File: src/rtl/shifter_pkg.sv
// Package: shift-kind encoding shared by the shifter, its checker and its bench.
package shifter_pkg;
    typedef enum logic [2:0] {
        SHK_LSL = 3'd0,
        SHK_LSR = 3'd1,
        SHK_ASR = 3'd2,
        SHK_ROR = 3'd3,
        SHK_RRX = 3'd4
    } shift_kind_e;
endpackage

File: src/rtl/shift_bit_reverse.sv
// Module: shift_bit_reverse
// Mirrors a word end for end (bit i goes to bit WIDTH-1-i). Pure wiring.
// Assumes nothing about the data; used on both sides of the cascade for left shifts.
module shift_bit_reverse #(
    parameter int WIDTH = 32
) (
    input  logic [WIDTH-1:0] word_in,
    output logic [WIDTH-1:0] word_out
);
    for (genvar i = 0; i < WIDTH; i++) begin : g_rev
        assign word_out[i] = word_in[WIDTH-1-i];
    end
endmodule

File: src/rtl/shift_mux_stage.sv
// Module: shift_mux_stage
// One cascade stage: when take is high every bit moves DIST places toward the
// LSB. Bits entering at the top wrap from the low end (wrap high) or take fill_bit.
// Assumes 0 < DIST < WIDTH.
module shift_mux_stage #(
    parameter int WIDTH = 32,
    parameter int DIST  = 1
) (
    input  logic [WIDTH-1:0] stage_in,
    input  logic             take,
    input  logic             wrap,
    input  logic             fill_bit,
    output logic [WIDTH-1:0] stage_out
);
    for (genvar i = 0; i < WIDTH; i++) begin : g_bit
        logic src;
        if (i + DIST < WIDTH) begin : g_inside
            assign src = stage_in[i+DIST];
        end else begin : g_edge
            assign src = wrap ? stage_in[i+DIST-WIDTH] : fill_bit;
        end
        assign stage_out[i] = take ? src : stage_in[i];
    end
endmodule

File: src/rtl/shift_carry_select.sv
// Module: shift_carry_select
// Chooses the carry flag. oriented is the operand already mirrored for left
// shifts, so the last bit out is oriented[n-1] for every counted kind.
// Assumes AMT_W = clog2(WIDTH).
module shift_carry_select
    import shifter_pkg::*;
#(
    parameter int WIDTH = 32,
    parameter int AMT_W = $clog2(WIDTH)
) (
    input  logic [WIDTH-1:0] oriented,
    input  logic [AMT_W-1:0] amt,
    input  logic [2:0]       kind,
    input  logic             cin,
    input  logic             lsb_in,
    output logic             cout
);
    logic [AMT_W-1:0] last_idx;
    assign last_idx = amt - AMT_W'(1);

    // Carry choice per kind, zero distance and the through-carry rotate.
    always_comb begin
        unique case (kind)
            SHK_LSL, SHK_LSR, SHK_ASR, SHK_ROR:
                cout = (amt == '0) ? cin : oriented[last_idx];
            SHK_RRX: cout = lsb_in;
            default: cout = cin;
        endcase
    end
endmodule

File: src/rtl/operand_shifter.sv
// Module: operand_shifter (top)
// Combinational operand shifter for an ALU's second input. Five kinds share one
// log-depth right-moving multiplexer cascade; left shifts mirror the word
// around it. Assumes WIDTH is a power of two; there is no clock or state.
module operand_shifter
    import shifter_pkg::*;
#(
    parameter int WIDTH = 32,
    parameter int AMT_W = $clog2(WIDTH)
) (
    input  logic [WIDTH-1:0] opnd_in,
    input  logic [2:0]       shift_kind,
    input  logic [AMT_W-1:0] shift_amt,
    input  logic             carry_in,
    output logic [WIDTH-1:0] opnd_out,
    output logic             carry_out
);
    localparam int STAGES = AMT_W;

    logic [WIDTH-1:0] mirrored_in;
    logic [WIDTH-1:0] oriented;
    logic [WIDTH-1:0] chain [0:STAGES];
    logic [WIDTH-1:0] mirrored_out;
    logic             is_left;
    logic             do_wrap;
    logic             fill_val;

    assign is_left  = (shift_kind == SHK_LSL);
    assign do_wrap  = (shift_kind == SHK_ROR);
    assign fill_val = (shift_kind == SHK_ASR) ? opnd_in[WIDTH-1] : 1'b0;

    shift_bit_reverse #(.WIDTH(WIDTH)) u_rev_in (
        .word_in  (opnd_in),
        .word_out (mirrored_in)
    );

    assign oriented = is_left ? mirrored_in : opnd_in;
    assign chain[0] = oriented;

    for (genvar k = 0; k < STAGES; k++) begin : g_stage
        shift_mux_stage #(.WIDTH(WIDTH), .DIST(1 << k)) u_stage (
            .stage_in  (chain[k]),
            .take      (shift_amt[k]),
            .wrap      (do_wrap),
            .fill_bit  (fill_val),
            .stage_out (chain[k+1])
        );
    end

    shift_bit_reverse #(.WIDTH(WIDTH)) u_rev_out (
        .word_in  (chain[STAGES]),
        .word_out (mirrored_out)
    );

    // Result selection per kind; unknown codes pass the operand through.
    always_comb begin
        unique case (shift_kind)
            SHK_LSL:                   opnd_out = mirrored_out;
            SHK_LSR, SHK_ASR, SHK_ROR: opnd_out = chain[STAGES];
            SHK_RRX:                   opnd_out = {carry_in, opnd_in[WIDTH-1:1]};
            default:                   opnd_out = opnd_in;
        endcase
    end

    shift_carry_select #(.WIDTH(WIDTH), .AMT_W(AMT_W)) u_carry (
        .oriented (oriented),
        .amt      (shift_amt),
        .kind     (shift_kind),
        .cin      (carry_in),
        .lsb_in   (opnd_in[0]),
        .cout     (carry_out)
    );
endmodule

File: config.mk
export PLATFORM = sky130hd
export DESIGN_NAME = operand_shifter
export DESIGN_NICKNAME = d
export VERILOG_FILES = /design/src/rtl/shifter_pkg.sv /design/src/rtl/shift_bit_reverse.sv /design/src/rtl/shift_mux_stage.sv /design/src/rtl/shift_carry_select.sv /design/src/rtl/operand_shifter.sv
export SDC_FILE = /design/constraint.sdc
export NUM_CORES = 1
export LEC_CHECK = 0
export CAP_MARGIN = 20
export CORE_AREA = 3 3 93 117
export DETAILED_ROUTE_END_ITERATION = 7
export DIE_AREA = 0 0 96 120
export DONT_BUFFER_PORTS = 1
export PLACE_DENSITY = 0.63
export SYNTH_ARGS = -nofsm -noshare
export SYNTH_HDL_FRONTEND = slang
export SYNTH_HIERARCHICAL = 1
export SYNTH_SLANG_ARGS = --single-unit
export TNS_END_PERCENT = 100
File: constraint.sdc
create_clock -name vclk -period 4.6
set_input_delay 0.46 -clock vclk [all_inputs]
set_output_delay 0.46 -clock vclk [all_outputs]
set_load 0.02 [all_outputs]
==> results.tsv <==
metric	value	unit
outcome	complete, no violations	
grt_max_degree	56	
design_area	0.004225	mm^2
period_needed	3.911	ns
dieWidth	96	um
core	0.01000	mm^2
area.growth.synth_to_final	-14.01	%
ant_nets	0	
design.seq.count	0	
grtUsageMet1	27.57	%
antenna_found_initial	0	
start_util	49.12	%
peakVddDrop	0.06530	mV
hold_viol	0	
multi_input_area	0.004001	mm^2
final_nets	384	
drc	0	
via_count	3250	
critPathKind	in -> out	
p_leak	1.543	nW
seqCellArea	0	um^2
fillers	971	
first_iter_violations	267	
drv_cap	0	
fp-row-count	41	
routed_wl	12470	um
grt_busiest_layer	met2	
num-clock-buffers	0	
wl_per_cell	26.47	um
drt_pass1_iterations	5	
cp_max_fo	32	
dieHeight	120	um
setup_viol	0	
p_total	0.0006093	W
postPlaceCellArea	0.004200	mm^2
port_buffers	0	
hold_class	in -> out	
syn_avg_cell_area	11.19	um^2
rsz0062_at_grt	no	
tns	0	ns
clock.fmax	0.2557	GHz
ys_types	37	
powerDensity	144.2	mW/mm^2
finalMaxSlewViolations	0	
critPathLaunchType	input pin	
grt_usage	21.28	%
dp_hpwl	9738	um
crit_slowest_cell	mux4_2	
post-cts-setup-buffer-count	0	
yosys_warnings	6	
cts.repair.resized	0	
syn-num-nets	481	
place_inst	468	
io_pins	74	
grtUsageMet3	2.445	%
crit_end	opnd_out[14]	
hp-start	shift_kind[2]	
max_stage_delay	0.55	ns
grt_pass1_wl	18860	um
die_area	0.01152	mm^2
critPathLaunch	shift_kind[1]	
critPathCaptureType	primary output	
max_slew_margin	58.54	%
cp.arrival	3.45	ns
cp_cell_sequence	nor3_4 -> buf_4 -> mux2_2 -> mux2_4 -> mux2_4 -> mux2_4 -> mux2_2 -> mux2_2 -> mux4_2	
syn_area	0.004913	mm^2
finalNonFillerCells	471	
grt_pass1_vias	3253	
worstMarginPinSlew	0.6219	ns
routed_via_density	6.900	
required	4.14	ns
drive_gt1_share	66.47	%
grtUsageMet2	37.32	%
fin_util	42.24	%
synth-seq-area-share	0	%
fin_crit_sh	85.02	%
cts_hold_buffers	0	
gp_congestion	0.8678	
synthCells	439	
gr-total-overflow	0	
-- metrics by stage --
stage | hold WS (ns) | worst slack, ns
global placement | 1.158 | 0.7279
finish | 1.156 | 0.6893
detailed placement | 1.154 | 0.7135
global route | 1.159 | 0.6089
CTS | 1.158 | 0.7087
floorplan | 1.144 | 0.7513
-- report_power, final --
part / switching (W) / internal, W
registers: 0 / 0
clock network: 0 / 0.000000000151
logic: 0.000286 / 0.000324
total: 0.000286 / 0.000324
-- metal layers --
layer | wire [um] | vias to the layer above
met3 | 825 | 23
met1 | 4961 | 1666
met5 | 0 | -
met4 | 337 | 0
li1 | - | 1411
met2 | 6342 | 150
-- critical path: cells and delay by family --
kind                   cells  cell delay, ns
buffers and inverters      1            0.36
AND/OR/NAND/NOR            1            0.15
multiplexers               7            2.45
-- logic make-up after synthesis --
logic type      count (synthesis)  share of synthesized area (%)
buf+inv                       106                          18.82
mux                           218                          64.32
simple gates                   72                          6.774
xor+xnor                        1                         0.1783
compound gates                 41                          9.651
fa+ha+maj                       1                         0.2546
-- synth_stat cells (2+ instances only) --
cell,number,area [um^2]
a21oi_1,8,40.04
a31oi_1,6,37.54
a31oi_2,7,87.58
a31oi_4,11,234.0
buf_1,3,11.26
buf_12,8,160.2
buf_2,4,20.02
buf_4,70,525.5
buf_6,17,191.4
inv_1,2,7.510
mux2_1,2,22.52
mux2_2,84,945.9
mux2_4,76,1141
mux2i_1,18,180.2
mux4_1,4,105.1
mux4_2,34,765.7
nand2_1,26,97.59
nand2b_4,2,27.53
nor2_1,36,135.1
nor3_2,2,20.02
o21ai_0,3,15.01
-- how the worst min path moves through the flow --
stage              endpoint  cells after the start  slack (ns)
5_1_grt         opnd_out[0]                      1        1.16
2_1_floorplan     carry_out                      1        1.14
6_report       opnd_out[31]                      1        1.16
3_5_place_dp    opnd_out[0]                      1        1.15
4_1_cts         opnd_out[0]                      1        1.16
3_3_place_gp    opnd_out[0]                      1        1.16
-- layout by cell type (no fill, tap or decap), drive strengths merged, types with 2 or more instances in the layout --
| cell type | n |
|---|---|
| mux2 | 162 |
| mux4 | 38 |
| nor2 | 37 |
| nand2 | 26 |
| a31oi | 24 |
| mux2i | 18 |
| a21oi | 8 |
| buf | 5 |
| o21ai | 3 |
| diode | 2 |
| nand2b | 2 |
| inv | 2 |
| nor3 | 2 |
-- final cells by class --
type	instances	share of cell area [%]
multi-input combinational	333	94.70
tap	129	3.820
antenna	2	0.1184
timing repair buffer	5	1.184
inverter	2	0.1777
Note: power is estimated with default switching activity, not from simulation.
